===== config.mk =====
export PLATFORM = sky130hd
export DESIGN_NAME = clkrst_bringup
export DESIGN_NICKNAME = d
export VERILOG_FILES = /design/src/rtl/clkrst_bringup_pkg.sv /design/src/rtl/clkrst_step_decode.sv /design/src/rtl/clkrst_poll_timer.sv /design/src/rtl/clkrst_bringup.sv
export SDC_FILE = /design/constraint.sdc
export NUM_CORES = 1
export LEC_CHECK = 0
export CAP_MARGIN = 10
export CORE_UTILIZATION = 61
export DETAILED_ROUTE_END_ITERATION = 8
export DONT_BUFFER_PORTS = 1
export GPL_TIMING_DRIVEN = 0
export PLACE_DENSITY = 0.77
export REMOVE_ABC_BUFFERS = 1
export SLEW_MARGIN = 20
export SYNTH_ARGS = -nofsm -noshare
export SYNTH_HDL_FRONTEND = slang
export SYNTH_HIERARCHICAL = 1
export SYNTH_SLANG_ARGS = --single-unit

===== constraint.sdc =====
create_clock -name clk -period 4.1 [get_ports clk]
set_clock_uncertainty 0.2 [all_clocks]
set_input_delay 0.205 -clock clk [delete_from_list [all_inputs] [get_ports clk]]
set_output_delay 0.205 -clock clk [all_outputs]
set_load 0.05 [all_outputs]

===== src/rtl/clkrst_bringup_pkg.sv =====
package clkrst_bringup_pkg;

    typedef enum logic [1:0] {
        ST_IDLE  = 2'd0,
        ST_ISSUE = 2'd1,
        ST_WAIT  = 2'd2
    } seq_state_t;

    // Step codes; the order is the behaviour of the sequence
    typedef enum logic [1:0] {
        STEP_RST_ON  = 2'd0,
        STEP_CLK_OFF = 2'd1,
        STEP_RST_OFF = 2'd2,
        STEP_CLK_ON  = 2'd3
    } step_t;

    localparam step_t LAST_STEP = STEP_CLK_ON;

    // Strobe vector bit positions
    localparam int STB_RST_ON  = 0;
    localparam int STB_CLK_OFF = 1;
    localparam int STB_RST_OFF = 2;
    localparam int STB_CLK_ON  = 3;
    localparam int NUM_STB     = 4;

    typedef struct packed {
        logic [NUM_STB-1:0] stb;     // strobe to fire in the issue cycle
        logic               watch_clk; // 1: poll clock status, 0: reset status
        logic               level;   // level that ends the wait
    } step_cfg_t;

    function automatic step_cfg_t step_cfg(input step_t s);
        step_cfg_t c;
        c = '0;
        unique case (s)
            STEP_RST_ON:  begin c.stb[STB_RST_ON]  = 1'b1; c.watch_clk = 1'b0; c.level = 1'b1; end
            STEP_CLK_OFF: begin c.stb[STB_CLK_OFF] = 1'b1; c.watch_clk = 1'b1; c.level = 1'b0; end
            STEP_RST_OFF: begin c.stb[STB_RST_OFF] = 1'b1; c.watch_clk = 1'b0; c.level = 1'b0; end
            STEP_CLK_ON:  begin c.stb[STB_CLK_ON]  = 1'b1; c.watch_clk = 1'b1; c.level = 1'b1; end
            default:      c = '0;
        endcase
        return c;
    endfunction

endpackage


===== src/rtl/clkrst_step_decode.sv =====
module clkrst_step_decode
    import clkrst_bringup_pkg::*;
(
    input  step_t              step,
    input  logic               issue,
    input  logic               clk_running,
    input  logic               rst_active,
    output logic [NUM_STB-1:0] stb,
    output logic               hit
);
    step_cfg_t cfg;
    logic      sel;

    always_comb begin
        cfg = step_cfg(step);
        sel = cfg.watch_clk ? clk_running : rst_active;
        hit = (sel == cfg.level);
        stb = issue ? cfg.stb : '0;
    end
endmodule


===== src/rtl/clkrst_poll_timer.sv =====
module clkrst_poll_timer #(
    parameter int LIMIT = 1000000
) (
    input  logic clk,
    input  logic rst,
    input  logic load,
    input  logic poll,
    output logic last
);
    localparam int CW = (LIMIT < 2) ? 1 : $clog2(LIMIT);
    localparam logic [CW-1:0] LAST_IDX = CW'(LIMIT - 1);

    logic [CW-1:0] cnt_q;

    always_ff @(posedge clk) begin
        if (rst || load) begin
            cnt_q <= '0;
        end else if (poll && cnt_q != LAST_IDX) begin
            cnt_q <= cnt_q + 1'b1;
        end
    end

    // the poll made in this cycle is the final one allowed
    assign last = (cnt_q == LAST_IDX);
endmodule


===== src/rtl/clkrst_bringup.sv =====
module clkrst_bringup
    import clkrst_bringup_pkg::*;
#(
    parameter int TIMEOUT_POLLS = 1000000
) (
    input  logic       clk,
    input  logic       rst,
    input  logic       start,
    input  logic       clk_running,
    input  logic       rst_active,
    output logic       clk_start_stb,
    output logic       clk_stop_stb,
    output logic       rst_assert_stb,
    output logic       rst_release_stb,
    output logic       busy,
    output logic       done,
    output logic       fail,
    output logic [1:0] fail_step
);
    seq_state_t         state_q;
    step_t              step_q;
    logic               done_q, fail_q;
    logic [1:0]         code_q;
    logic [NUM_STB-1:0] stb;
    logic               hit, last_poll;

    clkrst_step_decode u_dec (
        .step        (step_q),
        .issue       (state_q == ST_ISSUE),
        .clk_running (clk_running),
        .rst_active  (rst_active),
        .stb         (stb),
        .hit         (hit)
    );

    clkrst_poll_timer #(.LIMIT(TIMEOUT_POLLS)) u_tmr (
        .clk  (clk),
        .rst  (rst),
        .load (state_q == ST_ISSUE),
        .poll (state_q == ST_WAIT),
        .last (last_poll)
    );

    always_ff @(posedge clk) begin
        if (rst) begin
            state_q <= ST_IDLE;
            step_q  <= STEP_RST_ON;
            done_q  <= 1'b0;
            fail_q  <= 1'b0;
            code_q  <= '0;
        end else begin
            done_q <= 1'b0;
            fail_q <= 1'b0;
            code_q <= '0;
            unique case (state_q)
                ST_IDLE: begin
                    if (start) begin
                        step_q  <= STEP_RST_ON;
                        state_q <= ST_ISSUE;
                    end
                end
                ST_ISSUE: state_q <= ST_WAIT;
                ST_WAIT: begin
                    if (hit) begin
                        if (step_q == LAST_STEP) begin
                            done_q  <= 1'b1;
                            state_q <= ST_IDLE;
                        end else begin
                            step_q  <= step_t'(step_q + 2'd1);
                            state_q <= ST_ISSUE;
                        end
                    end else if (last_poll) begin
                        done_q  <= 1'b1;
                        fail_q  <= 1'b1;
                        code_q  <= step_q;
                        state_q <= ST_IDLE;
                    end
                end
                default: state_q <= ST_IDLE;
            endcase
        end
    end

    assign rst_assert_stb  = stb[STB_RST_ON];
    assign clk_stop_stb    = stb[STB_CLK_OFF];
    assign rst_release_stb = stb[STB_RST_OFF];
    assign clk_start_stb   = stb[STB_CLK_ON];
    assign busy            = (state_q != ST_IDLE);
    assign done            = done_q;
    assign fail            = fail_q;
    assign fail_step       = code_q;
endmodule


* Word-level counts from Yosys, hierarchy flattened
Index checks and enable logic that the tools add are counted.
** Operators by class
- Reduce and logical (&&, ||, !) cells :: 11
- Bitwise logic cells :: 2
- Multiplexer cells :: 18
- Equality and inequality tests :: 12
- Add/sub/neg operators :: 2
** Operator list (number)
- $add 20x1->20 const B :: 1
- $eq 20x20->1 const B :: 1
- $ne 20x20->1 const B :: 1
- $mux 2 :: 6
- $mux 1 :: 8
- $pmux 2 s4 :: 1
- $eq 2x2->1 const B :: 3
- $ne 2x2->1 const B :: 3
- $pmux 2 s3 :: 1
- $eq 2x1->1 const B :: 2
- $logic_not 2->1 :: 2
- $mux 4 :: 1
- $pmux 2 s2 :: 1
- $reduce_and 4->1 :: 1
- $reduce_bool 2->1 :: 2
- $reduce_or 4->1 :: 1
- $ne 3x3->1 const B :: 1
- $reduce_or 3->1 :: 1
- $add 2x1->2 const B :: 1
- $not 1->1 :: 2
- $reduce_and 2->1 :: 1
- $reduce_or 2->1 :: 1
- $eq 1x1->1 :: 1
- $logic_and 1x1->1 :: 1
- $logic_or 1x1->1 :: 1
** Word-level totals
- Output and inout port bits :: 9
- Logic and storage cells :: 51
- Register bits :: 28
- Bits of input ports :: 5

* Logic depth before layout (Yosys ltp)
Gate-level depths: netlist of run 1.
- Depth after elaboration :: 6
- Gate-level depth with buffers :: 8
- Gate-level depth less buffers :: 8

* Hierarchy
Netlist of run 1, hierarchy kept.
** Modules (own cells, without submodules)
- clkrst_poll_timer :: times used 1, seq. area each 400.4 µm², area an instance 998.5 µm², cells an instance 114
- clkrst_bringup :: times used 1, seq. area each 160.2 µm², area an instance 325.3 µm², cells an instance 32
- clkrst_step_decode :: times used 1, seq. area each 0.0 µm², area an instance 121.4 µm², cells an instance 14

* Worst setup path after synthesis of run 1
No wires, ideal clock.
- Kind :: reg-to-reg
- From :: register u_tmr.cnt_q[11]
- To :: register code_q[0], in the netlist fail_step[0]
- Path buffers :: 0
- Library setup time :: 0.059 ns
- Period minus slack after synthesis :: 2.039 ns
- Data arrival time :: 1.780 ns
- Data required time :: 3.841 ns
- Setup slack :: 2.061 ns
- Cell stages (with the launch flop) :: 8
- Cell sequence :: dfxtp_1 > or4b_4 > nor4_4 > nand2_2 > inv_1 > nand2b_1 > nor3_2 > and2_1
** Between the ends
- Longest elaborated chain between the ends :: 3
** RTL lines
- start, declared :: line clkrst_poll_timer.sv:13 : logic [CW-1:0] cnt_q;
- start signal, assigned :: line clkrst_poll_timer.sv:19 : cnt_q <= cnt_q + 1'b1;
- $eq 20x20->1 :: line clkrst_poll_timer.sv:24 : assign last = (cnt_q == LAST_IDX);
- net last_poll :: line clkrst_bringup.sv:25 : logic hit, last_poll;
- $not 1->1 (no line)
- $reduce_or 4->1 (no line)
- end signal, assigned :: line clkrst_bringup.sv:75 : code_q <= step_q;
- end, declared :: line clkrst_bringup.sv:23 : logic [1:0] code_q;
The timed path passes the listed nets, and every way through them passes these cells.
A chain may end at the register's enable or synchronous reset.

* Final worst setup path of run 1
- From :: register step_q[1]
- To :: register state_q[0]
** Between the ends
- Longest elaborated chain between the ends :: 6
- Elaborated cells between the ends (all ways) :: 12
- Classes of those cells :: eq/ne: 5; mux: 5; reduce/logical: 2
** RTL lines
- start, declared :: line clkrst_bringup.sv:21 : step_t step_q;
- start signal, assigned :: line clkrst_bringup.sv:69 : step_q <= step_t'(step_q + 2'd1);
- $eq 2x2->1 (tied with other cells) :: line clkrst_bringup_pkg.sv:35 : unique case (s)
- $pmux 2 s4 (*) :: line clkrst_bringup_pkg.sv:35
- $mux 1 :: line clkrst_step_decode.sv:16 : sel = cfg.watch_clk ? clk_running : rst_active;
- $eq 1x1->1 (*) :: line clkrst_step_decode.sv:17 : hit = (sel == cfg.level);
- net hit :: line clkrst_bringup.sv:25
- $mux 2 or $ne 3x3->1 (tied branches)
- $pmux 2 s3 or $reduce_and 2->1 (tied branches)
- end signal, assigned :: line clkrst_bringup.sv:59 : state_q <= ST_ISSUE;
- end signal, assigned :: line clkrst_bringup.sv:62 : ST_ISSUE: state_q <= ST_WAIT;
- end signal, assigned :: line clkrst_bringup.sv:67 : state_q <= ST_IDLE;
- end, declared :: line clkrst_bringup.sv:20 : seq_state_t state_q;
The timed path passes the listed nets; every way through them passes the cells marked *.

==> tab_implementation.tex, run 1 <==
\begin{tabular}{lr}
\hline
Metric & Value \\
\hline
\multicolumn{2}{l}{\textbf{Global routing}} \\
Total overflow reported by the global router & 0 \\
Number of antenna violations at the first check in global routing & 0 \\
Total global-route track usage & 24.57\% \\
Wire length of the first global-routing pass & approximately 4700 um \\
Number of global-route vias before repair & 1072 \\
Largest net degree at the start of global routing & 18 \\
\multicolumn{2}{l}{\textbf{Drt}} \\
1st-pass router iterations & 4 \\
Initial drt markers & 22 \\
Final routed wirelength across all metal layers & roughly 2900 um \\
Ratio of routed vias to standard cells & roughly 6.3 \\
DRT antenna net count & 0 \\
DRC violation count after routing & 0 \\
Average detailed-routed wire length per instance & approximately 15 um \\
Via total after detailed routing & 1195 \\
\multicolumn{2}{l}{\textbf{Logic synthesis}} \\
Adder and majority gate portion of the synthesized area & under 10\% \\
Library cell occupying the most area in the post-synthesis netlist & sky130\_fd\_sc\_hd\_\_dfxtp\_1 \\
Synthesized-area fraction occupied by and/or/nand/nor cells & between 30\% and 40\% \\
Gate count of the mapped netlist & 160 \\
Area share of the largest cell type after synthesis & between 30\% and 40\% \\
Cell with the most instances after synthesis & sky130\_fd\_sc\_hd\_\_dfxtp\_1 \\
Xor-xnor portion of the synthesized cell area & under 10\% \\
Seq cells post-synth & 28 \\
Number of synthesized flops with an enable pin & 0 \\
Dominant combinational cell family by area after synthesis & simple AND/OR/NAND/NOR gates \\
Mux share of post-synthesis cell area & roughly 1.7\% \\
Mapped Avg Cell Area & approximately 9 sq um \\
Fraction of the yosys area taken by sequential cells & between 30\% and 40\% \\
Ys async rst share & 0\% \\
Syn. warnings & 6 \\
Number of different library cells in the post-synthesis netlist & 39 \\
Prevailing post-synth register cell & sky130\_fd\_sc\_hd\_\_dfxtp\_1 \\
Leading cell types by count after synthesis & sky130\_fd\_sc\_hd\_\_dfxtp\_1 (28), sky130\_fd\_sc\_hd\_\_a21oi\_1 (11), sky130\_fd\_sc\_hd\_\_nand3\_1 (11), sky130\_fd\_sc\_hd\_\_o21ai\_0 (10), sky130\_fd\_sc\_hd\_\_and2\_1 (9) \\
Biggest area contributors in the synthesized netlist & sky130\_fd\_sc\_hd\_\_dfxtp\_1 (39\%), sky130\_fd\_sc\_hd\_\_ha\_1 (6.1\%), sky130\_fd\_sc\_hd\_\_and2\_1 (3.9\%) \\
Summed instance area of the synthesized netlist & 1445 sq um \\
Fraction of the mapped netlist area in compound gates & between 10\% and 20\% \\
\multicolumn{2}{l}{\textbf{Finish}} \\
Share of final-layout standard cells stronger than drive strength 1 & under 10\% \\
Final design area excluding fillers & 1541 sq um \\
Nets & $\sim$180 \\
Utilization after layout & between 60 and 70\% \\
Growth of design area from synthesis to finish & 6.667\% \\
Final cell count without fillers & roughly 190 \\
Area occupied by multi-input gates & $\sim$850 sq um \\
Number of antenna repair diodes & 0 \\
Final-layout fill cell count & between 150 and 200 \\
Area of all sequential standard cells & about 560 sq um \\
\multicolumn{2}{l}{\textbf{Clock tree}} \\
H-tree depth & 1 \\
Maximum clock insertion buffer count & 2 \\
Number of clock buffers inserted by TritonCTS & 3 \\
CTS tree & done \\
Cells resized by post-CTS repair & 0 \\
Post-CTS clock slew at the launch and capture registers of the worst setup and hold paths & about 160 ps \\
Clock latency of the later-clocked register in the worst-skew pair & about 330 ps \\
Number of sinks driven by the clock tree & 28 \\
Clock root cell & sky130\_fd\_sc\_hd\_\_clkbuf\_4 \\
Setup repair bufs after CTS & 0 \\
\multicolumn{2}{l}{\textbf{STA}} \\
Final number of max-transition violations & 0 \\
Minimum hold slack & a little under 70 ps \\
Top achievable clock speed & 372.0 MHz \\
Final setup violation count & 0 \\
Final Worst Setup Slack & about 1400 ps \\
Setup TNS after final layout & 0 ps \\
Post-route fraction of the period consumed by the critical path & between 60 and 70\% \\
Relative slew slack & 62.57\% \\
Clock period minus worst slack & roughly 2700 ps \\
Setup repair after global routing missed its margin & false \\
Worst-margin pin slew & between 500 and 600 ps \\
Hold violation total from the final report & 0 \\
\multicolumn{2}{l}{\textbf{Floorplanning}} \\
Die width & slightly above 50 um \\
Ports placed on the boundary & 14 \\
Vertical die dimension & approximately 51 um \\
Initial Utilization & 65.33\% \\
Num rows & 17 \\
Die ar. & 2568 sq um \\
Area of the core & 2212 sq um \\
\multicolumn{2}{l}{\textbf{Worst setup path}} \\
Family of cells with the greatest summed delay on the critical path & buffers and inverters \\
Largest driver fanout on the critical path & 6 \\
Kind of critical path & reg -> reg \\
Largest stage delay on the critical path & $\sim$550 ps \\
Critical Path RT & roughly 4200 ps \\
Crit path cell chain & inv\_1, ha\_1, o21bai\_1, mux2i\_1, xnor2\_1, nand4bb\_1, a21oi\_2, dlygate4sd3\_1 \\
Worst Setup End Kind & flip-flop \\
Crit path max-delay cell type & sky130\_fd\_sc\_hd\_\_dlygate4sd3\_1 \\
Critical path buffers and inverters & 2 \\
CP arrival & around 2800 ps \\
Kind of launch point of the worst setup path & flip-flop \\
\multicolumn{2}{l}{\textbf{Job}} \\
MaxCap Viol Count & 0 \\
\multicolumn{2}{l}{\textbf{Pwr}} \\
Total power of the final layout & 501.2 uW \\
Worst vdd rail ir drop & roughly 0.00020 V \\
Leakage Power & 0.5478 nW \\
PwrDens & 325.2 nW/um\^{}2 \\
\multicolumn{2}{l}{\textbf{Hold path}} \\
Path category of the worst min-delay check & in -> reg \\
\multicolumn{2}{l}{\textbf{Placement}} \\
Setup Slack @ Placement & 1733 ps \\
Routability cong. & 0.7467 \\
DP HPWL & about 2100 um \\
Input/output buffers & 0 \\
Placed cell areas & $\sim$1500 sq um \\
Placed cell count & around 190 \\
\multicolumn{2}{l}{\textbf{Outcome}} \\
Result of the run & finished clean \\
\hline
\end{tabular}
==> layout make-up <==
cell class / instances / share of cell area [%]
Clock buffer: 3 / 1.461
Sequential cell: 28 / 36.36
Clock inverter: 1 / 1.948
Multi-Input combinational cell: 124 / 55.44
Tap cell: 28 / 2.273
Inverter: 5 / 1.218
Timing Repair Buffer: 2 / 1.299
==> flip-flops by register name, summed over array words and instances, names as in the netlist <==
| signal | count |
|---|---|
| fail | 1 |
| state_q | 2 |
| fail_step | 2 |
| done | 1 |
| u_tmr/cnt_q | 20 |
| step_q | 2 |
==> where the power goes <==
group	switching, mW	internal [mW]	total, mW
clock	0.0845	0.0989	0.183
combinational	0.0254	0.0123	0.0378
sequential	0.00454	0.276	0.280
==> layout by cell type, fill, tap and decap left out, drive strengths merged, types with 5 or more instances in the layout <==
cell / n
nor2: 8
o21ai: 10
inv: 5
nand4: 6
or3: 6
nand2: 8
dfxtp: 28
nand2b: 5
nand3: 11
ha: 7
and2: 9
a21oi: 12
==> kinds of logic (layout without fill, tap and decap cells) <==
family	after synthesis	in the layout
adder cells (fa/ha/maj)	7	7
AO/OA/AOI/OAI	33	33
flip-flops	28	28
buffers and inverters	8	11
AND/OR/NAND/NOR	77	77
multiplexers	2	2
XOR/XNOR	5	5
==> repair_timing <==
item | 4_1_cts | 5_1_grt
setup endpoints to repair | 0 | 0
hold buffers | 2 | 0
hold endpoints to repair | 13 | 0
==> routing by layer <==
metal  global-route usage, %  vias to the layer above  wire [um]  part of all wire [%]
met5                       0                        -          0                     0
met4                   9.722                        0         31                   1.1
met3                   2.727                        4         57                   2.0
met2                   41.56                       13       1420                    50
met1                   31.71                      578       1355                    47
li1                        -                      600          -                     -
==> path summary, 6_finish.rpt <==
kind / start / slack [ps] / to / depth (start not counted)
worst min-delay path: rst / 70 / u_tmr/cnt_q[16] / 2
worst max-delay path: step_q[1] / 1410 / state_q[0] / 8
worst max register to register: step_q[1] / 1410 / state_q[0] / 8
worst min register to register: u_tmr/cnt_q[5] / 300 / u_tmr/cnt_q[5] / 1
No activity file was read; power rests on OpenSTA's default activity.
==> inputs of run 2 (changes only) <==
--- a/config.mk
+++ b/config.mk
@@ -6,11 +6,11 @@
 export NUM_CORES = 1
 export LEC_CHECK = 0
 export CAP_MARGIN = 10
-export CORE_UTILIZATION = 61
+export CORE_UTILIZATION = 55
 export DETAILED_ROUTE_END_ITERATION = 8
 export DONT_BUFFER_PORTS = 1
 export GPL_TIMING_DRIVEN = 0
-export PLACE_DENSITY = 0.77
+export PLACE_DENSITY = 0.73
 export REMOVE_ABC_BUFFERS = 1
 export SLEW_MARGIN = 20
 export SYNTH_ARGS = -nofsm -noshare
==> constraint.sdc (replaced) <==
create_clock -name clk -period 2.3 [get_ports clk]
set_clock_uncertainty 0.2 [all_clocks]
set_input_delay 0.115 -clock clk [delete_from_list [all_inputs] [get_ports clk]]
set_output_delay 0.115 -clock clk [all_outputs]
set_load 0.05 [all_outputs]
==> tab_implementation.tex, run 2 (synthesis gave the netlist of run 1 again) <==
\begin{tabular}{lr}
\hline
Metric & Value \\
\hline
\multicolumn{2}{l}{\textbf{Outcome}} \\
Result of the run & finished clean \\
\multicolumn{2}{l}{\textbf{Finish}} \\
Most frequent cells in the layout & sky130\_fd\_sc\_hd\_\_dfxtp\_1 (26), sky130\_fd\_sc\_hd\_\_a21oi\_1 (11), sky130\_fd\_sc\_hd\_\_nand3\_1 (10), sky130\_fd\_sc\_hd\_\_o21ai\_0 (10), sky130\_fd\_sc\_hd\_\_and2\_1 (9) \\
Register with the highest flop count & u\_tmr/cnt\_q \\
Most common library cell in the layout ignoring fill and taps & sky130\_fd\_sc\_hd\_\_dfxtp\_1 \\
Number of flip-flops in the largest register & 20 \\
Number of antenna repair diodes & 0 \\
Share of final-layout standard cells stronger than drive strength 1 & 14.97\% \\
Final-layout fill cell count & around 210 \\
Nets & between 150 and 200 \\
Growth of design area from synthesis to finish & 9.091\% \\
\multicolumn{2}{l}{\textbf{Drt}} \\
Average detailed-routed wire length per instance & between 10 and 15 um \\
DRC violation count after routing & 0 \\
Ratio of routed vias to standard cells & roughly 6 \\
1st-pass router iterations & 4 \\
Via total after detailed routing & 1203 \\
Initial drt markers & 14 \\
DRT antenna net count & 0 \\
Final routed wirelength across all metal layers & 2824 um \\
\multicolumn{2}{l}{\textbf{Worst setup path}} \\
Largest driver fanout on the critical path & 6 \\
Largest stage delay on the critical path & about 560 ps \\
Critical Path RT & roughly 2400 ps \\
Family of cells with the greatest summed delay on the critical path & simple AND/OR/NAND/NOR gates \\
Crit path cell chain & or4b\_4, nor4\_4, nand2\_2, inv\_1, nand2b\_1, nor3\_2, and2\_1 \\
CP arrival & between 2000 and 2500 ps \\
Kind of critical path & reg -> reg \\
Kind of launch point of the worst setup path & flip-flop \\
Worst Setup End Kind & flip-flop \\
Crit path max-delay cell type & sky130\_fd\_sc\_hd\_\_or4b\_4 \\
Critical path buffers and inverters & 1 \\
\multicolumn{2}{l}{\textbf{Floorplanning}} \\
Vertical die dimension & around 53 um \\
Die width & roughly 53 um \\
Area of the core & about 2500 sq um \\
Num rows & 18 \\
Initial Utilization & 58.33\% \\
Die ar. & about 2800 sq um \\
Ports placed on the boundary & 14 \\
\multicolumn{2}{l}{\textbf{Pwr}} \\
Internal power of the cells & between 600 and 700 uW \\
Fraction of power consumed by combinational cells & around 8.4\% \\
PwrDens & 508.8 nW/um\^{}2 \\
Sw Pwr & roughly 190 uW \\
Share of total power consumed by net switching & between 20\% and 30\% \\
Clock share of power & 29.3\% \\
Total power of the final layout & roughly 800 uW \\
Portion of total power attributed to sequential cells & 62.3\% \\
Leakage Power & 0.5615 nW \\
Worst vdd rail ir drop & between 0.0004 and 0.0005 V \\
\multicolumn{2}{l}{\textbf{Global routing}} \\
Largest net degree at the start of global routing & 18 \\
Number of antenna violations at the first check in global routing & 0 \\
Total global-route track usage & 21.72\% \\
Number of global-route vias before repair & around 1000 \\
Total overflow reported by the global router & 0 \\
Wire length of the first global-routing pass & between 4000 and 5000 um \\
\multicolumn{2}{l}{\textbf{Placement}} \\
DP HPWL & a little under 2000 um \\
Routability cong. & between 0.7 and 0.8 \\
Input/output buffers & 0 \\
\multicolumn{2}{l}{\textbf{STA}} \\
Hold violation total from the final report & 0 \\
Top achievable clock speed & roughly 460 MHz \\
Post-route fraction of the period consumed by the critical path & about 94\% \\
Final setup violation count & 0 \\
Relative slew slack & between 60 and 70\% \\
Setup TNS after final layout & 0 ps \\
Clock period minus worst slack & around 2200 ps \\
Final number of max-transition violations & 0 \\
Setup repair after global routing missed its margin & true \\
Worst-margin pin slew & about 560 ps \\
\multicolumn{2}{l}{\textbf{Clock tree}} \\
Maximum clock insertion buffer count & 2 \\
H-tree depth & 1 \\
Clock latency of the later-clocked register in the worst-skew pair & between 300 and 400 ps \\
CTS tree & done \\
Clock root cell & sky130\_fd\_sc\_hd\_\_clkbuf\_4 \\
Number of clock buffers inserted by TritonCTS & 3 \\
Post-CTS clock slew at the launch and capture registers of the worst setup and hold paths & 150 ps \\
Number of sinks driven by the clock tree & 28 \\
\multicolumn{2}{l}{\textbf{Hold path}} \\
Path category of the worst min-delay check & in -> reg \\
\multicolumn{2}{l}{\textbf{Job}} \\
MaxCap Viol Count & 0 \\
\hline
\end{tabular}
==> run 2: changes by cell type in the layout (fill, tap and decap cells not counted), moves of 2 or more <==
cell	change
sky130_fd_sc_hd__buf_4	+4
sky130_fd_sc_hd__and4_1	-2
sky130_fd_sc_hd__dfxtp_1	-2
sky130_fd_sc_hd__dfxtp_2	+2
==> run 2: routing by layer <==
| layer | wire length (um) | GRT usage [%] |
|---|---|---|
| met5 | 0 | 0 |
| met4 | 19 | 7.895 |
| met3 | 98 | 2.586 |
| met2 | 1405 | 36.04 |
| met1 | 1301 | 28.47 |
==> run 2: power by group through the flow <==
stage	Combinational, mW	Sequential (mW)	Clock (mW)
finish	0.0677	0.499	0.235
global route	0.0734	0.501	0.261
CTS	0.0657	0.499	0.247
detailed placement	0.0613	0.510	0
global placement	0.0592	0.509	0
floorplan	0.0523	0.507	0
==> run 2: timing repair <==
item / 4_1_cts / 5_1_grt
buffers inserted: 3 / 1
setup endpoints to repair: 7 / 11
endpoints found under the hold margin: 27 / 0
resized for setup: 0 / 8
hold buffers: 2 / 0
pin swaps: 2 / 1
==> run 2: path summary, 6_finish.rpt <==
path / startpoint / end / slack (ps) / cells past startpoint
worst min-delay path: clk_running / done / 30 / 4
worst max register to register: u_tmr/cnt_q[11] / fail_step[0] / 150 / 7
worst min register to register: u_tmr/cnt_q[5] / u_tmr/cnt_q[5] / 300 / 1
worst max-delay path: u_tmr/cnt_q[11] / fail_step[0] / 150 / 7
==> run 2: tightest hold or removal path, stage by stage <==
cell and delay, ps:
sky130_fd_sc_hd__mux2i_1 80, sky130_fd_sc_hd__xnor2_2 180, sky130_fd_sc_hd__nand2_1 70, sky130_fd_sc_hd__a211oi_1 60
==> run 2: layout make-up <==
cell class	instances	area [sq um]	area share, %
clock buffer	4	36.28	2.302
inverter	5	18.77	1.190
tap	30	37.54	2.381
multi-input combinational	124	870.8	55.24
timing repair buffer	6	50.05	3.175
sequential	28	563.0	35.71
==> run 2: metrics by stage <==
stage / std cells / worst slack [ps] / cell area, sq um / util (%) / hold WS, ps
6_report: 197 / 148.8 / 1577 / 63.64 / 26.88
5_1_grt: 197 / -8.126 / 1577 / 63.64 / 23.44
4_1_cts: 196 / 2.066 / 1550 / 62.58 / 7.946
3_5_place_dp: 187 / -115.3 / 1471 / 59.39 / -20.71
3_3_place_gp: 187 / 5.249 / 1471 / 59.39 / -20.40
2_1_floorplan: 157 / 261.1 / 1434 / - / -22.56
==> inputs of run 3 (changes only) <==
--- a/config.mk
+++ b/config.mk
@@ -10,6 +10,7 @@
 export DETAILED_ROUTE_END_ITERATION = 8
 export DONT_BUFFER_PORTS = 1
 export GPL_TIMING_DRIVEN = 0
+export MAX_ROUTING_LAYER = met4
 export PLACE_DENSITY = 0.73
 export REMOVE_ABC_BUFFERS = 1
 export SLEW_MARGIN = 20
==> tab_implementation.tex, run 3 (synthesis gave the netlist of run 1 again) <==
\begin{tabular}{lr}
\hline
Metric & Value \\
\hline
\multicolumn{2}{l}{\textbf{Drt}} \\
Ratio of routed vias to standard cells & around 6.1 \\
Average detailed-routed wire length per instance & about 14 um \\
Wire length on met1 & between 1000 and 1500 um \\
DRT antenna net count & 0 \\
Highest metal used & met4 \\
1st-pass router iterations & 4 \\
DRC violation count after routing & 0 \\
Via total after detailed routing & roughly 1200 \\
Final routed wirelength across all metal layers & around 2800 um \\
Met3 Routed Length & about 100 um \\
Total met2 wirelength after detailed routing & 1401 um \\
Initial drt markers & 14 \\
\multicolumn{2}{l}{\textbf{Worst setup path}} \\
Minimum setup slack among reg-to-reg paths & 140 ps \\
Worst Setup End Kind & flip-flop \\
Largest driver fanout on the critical path & 8 \\
Kind of launch point of the worst setup path & flip-flop \\
Largest stage delay on the critical path & roughly 400 ps \\
CP arrival & roughly 2200 ps \\
Kind of critical path & reg -> reg \\
Reg-to-Reg End & u\_tmr/cnt\_q[17] \\
Critical Path RT & approximately 2400 ps \\
Crit path max-delay cell type & sky130\_fd\_sc\_hd\_\_or4\_1 \\
RR Startpoint & state\_q[0] \\
Number of cells traversed by the worst register-to-register path & 7 \\
Crit path cell chain & nand2b\_1, inv\_2, and4\_2, nand4\_1, buf\_4, or4\_1, a21oi\_1 \\
\multicolumn{2}{l}{\textbf{Clock tree}} \\
Number of sinks driven by the clock tree & 28 \\
Clock latency of the later-clocked register in the worst-skew pair & roughly 320 ps \\
Number of clock buffers inserted by TritonCTS & 3 \\
Maximum clock insertion buffer count & 2 \\
CTS tree & done \\
H-tree depth & 1 \\
Clock root cell & sky130\_fd\_sc\_hd\_\_clkbuf\_4 \\
Post-CTS clock slew at the launch and capture registers of the worst setup and hold paths & around 150 ps \\
\multicolumn{2}{l}{\textbf{Floorplanning}} \\
Ports placed on the boundary & 14 \\
Die width & about 53 um \\
Initial Utilization & 58.33\% \\
Die ar. & around 2800 sq um \\
Vertical die dimension & roughly 53 um \\
Num rows & 18 \\
Area of the core & about 2500 sq um \\
\multicolumn{2}{l}{\textbf{Finish}} \\
Number of flip-flops in the largest register & 20 \\
Final design area excluding fillers & roughly 1600 sq um \\
Nets & between 150 and 200 \\
Number of antenna repair diodes & 0 \\
Register with the highest flop count & u\_tmr/cnt\_q \\
Share of final-layout standard cells stronger than drive strength 1 & between 10\% and 20\% \\
Final-layout fill cell count & approximately 210 \\
Most common library cell in the layout ignoring fill and taps & sky130\_fd\_sc\_hd\_\_dfxtp\_1 \\
Growth of design area from synthesis to finish & 9.004\% \\
Utilization after layout & between 60\% and 70\% \\
Most frequent cells in the layout & sky130\_fd\_sc\_hd\_\_dfxtp\_1 (26), sky130\_fd\_sc\_hd\_\_a21oi\_1 (11), sky130\_fd\_sc\_hd\_\_nand3\_1 (10), sky130\_fd\_sc\_hd\_\_o21ai\_0 (10), sky130\_fd\_sc\_hd\_\_and2\_1 (9) \\
\multicolumn{2}{l}{\textbf{Pwr}} \\
Total power of the final layout & approximately 800 uW \\
Internal power of the cells & 610.4 uW \\
Leakage Power & 0.5608 nW \\
Worst vdd rail ir drop & 0.0004051 V \\
Portion of total power attributed to sequential cells & between 60\% and 70\% \\
Sw Pwr & around 190 uW \\
Share of total power consumed by net switching & 23.87\% \\
Clock share of power & 29.3\% \\
PwrDens & 509.0 nW/um\^{}2 \\
Fraction of power consumed by combinational cells & roughly 8.4\% \\
\multicolumn{2}{l}{\textbf{Global routing}} \\
Number of global-route vias before repair & about 1000 \\
Wire length of the first global-routing pass & 4512 um \\
Total global-route track usage & approximately 22\% \\
Total overflow reported by the global router & 0 \\
Number of antenna violations at the first check in global routing & 0 \\
Largest net degree at the start of global routing & 18 \\
\multicolumn{2}{l}{\textbf{Hold path}} \\
Start point of the worst hold path & clk\_running \\
Path category of the worst min-delay check & in -> reg \\
Destination of the worst hold path & done \\
Cell depth of the worst min-delay path & 4 \\
\multicolumn{2}{l}{\textbf{STA}} \\
Final number of max-transition violations & 0 \\
Final setup violation count & 0 \\
Post-route fraction of the period consumed by the critical path & 94.00\% \\
Clock period minus worst slack & 2162 ps \\
Worst-margin pin slew & approximately 570 ps \\
Setup repair after global routing missed its margin & true \\
Relative slew slack & 62.15\% \\
Final Worst Setup Slack & 137.9 ps \\
Top achievable clock speed & between 400 and 500 MHz \\
Setup TNS after final layout & 0 ps \\
Hold violation total from the final report & 0 \\
\multicolumn{2}{l}{\textbf{Placement}} \\
Placed cell areas & 1471 sq um \\
Input/output buffers & 0 \\
Setup Slack @ Placement & -115.3 ps \\
DP HPWL & approximately 2000 um \\
Routability cong. & 0.7587 \\
\multicolumn{2}{l}{\textbf{Job}} \\
MaxCap Viol Count & 0 \\
\multicolumn{2}{l}{\textbf{Outcome}} \\
Result of the run & finished clean \\
\hline
\end{tabular}
-- run 3: worst max path at each step --
stage,cells past startpoint,from,endpoint
after floorplan,7,u_tmr/cnt_q[11],fail_step[0]
after global placement,6,state_q[0],u_tmr/cnt_q[19]
after detailed placement,6,state_q[0],u_tmr/cnt_q[17]
after CTS,6,state_q[0],u_tmr/cnt_q[18]
after global routing,7,state_q[0],u_tmr/cnt_q[19]
final,7,state_q[0],u_tmr/cnt_q[17]
-- run 3: routing by layer --
layer | vias up | global-route usage, %
li1 | 610 | -
met1 | 565 | 28.82
met2 | 25 | 35.83
met3 | 4 | 2.586
met4 | 0 | 7.895
met5 | - | -
-- run 3: cell type report --
cell class	instances	area [sq um]	area share, %
multi-input combinational	124	869.6	55.20
sequential	28	563.0	35.74
timing repair buffer	6	50.05	3.177
tap	30	37.54	2.383
clock buffer	4	36.28	2.303
inverter	5	18.77	1.191
-- run 3: power groups by stage --
| stage | Combinational (mW) | Sequential, mW | Clock (mW) |
|---|---|---|---|
| 2_1_floorplan | 0.0523 | 0.507 | 0 |
| 3_3_place_gp | 0.0592 | 0.509 | 0 |
| 3_5_place_dp | 0.0613 | 0.510 | 0 |
| 4_1_cts | 0.0657 | 0.499 | 0.247 |
| 5_1_grt | 0.0733 | 0.500 | 0.261 |
| 6_report | 0.0676 | 0.499 | 0.235 |
-- run 3: repair_timing --
item | CTS | global route
endpoints found under the hold margin | 27 | 0
setup buffers | 3 | 1
hold buffers | 2 | 0
pin swaps | 2 | 1
gates resized for setup | 0 | 7
endpoints found under the setup margin | 7 | 11
-- run 3: through the flow --
step	hold WS [ps]	std cells
after floorplan	-22.56	157
after CTS	7.946	196
after global placement	-20.40	187
after detailed placement	-20.71	187
final	26.86	197
after global routing	23.44	197
-- run 3: worst max-delay path: cells and delay by family, from the launching register on --
family	cells	cell delay [ps]
AND/OR/NAND/NOR	4	1070
flip-flops	1	380
AO/OA/AOI/OAI	1	150
buffers and inverters	2	320
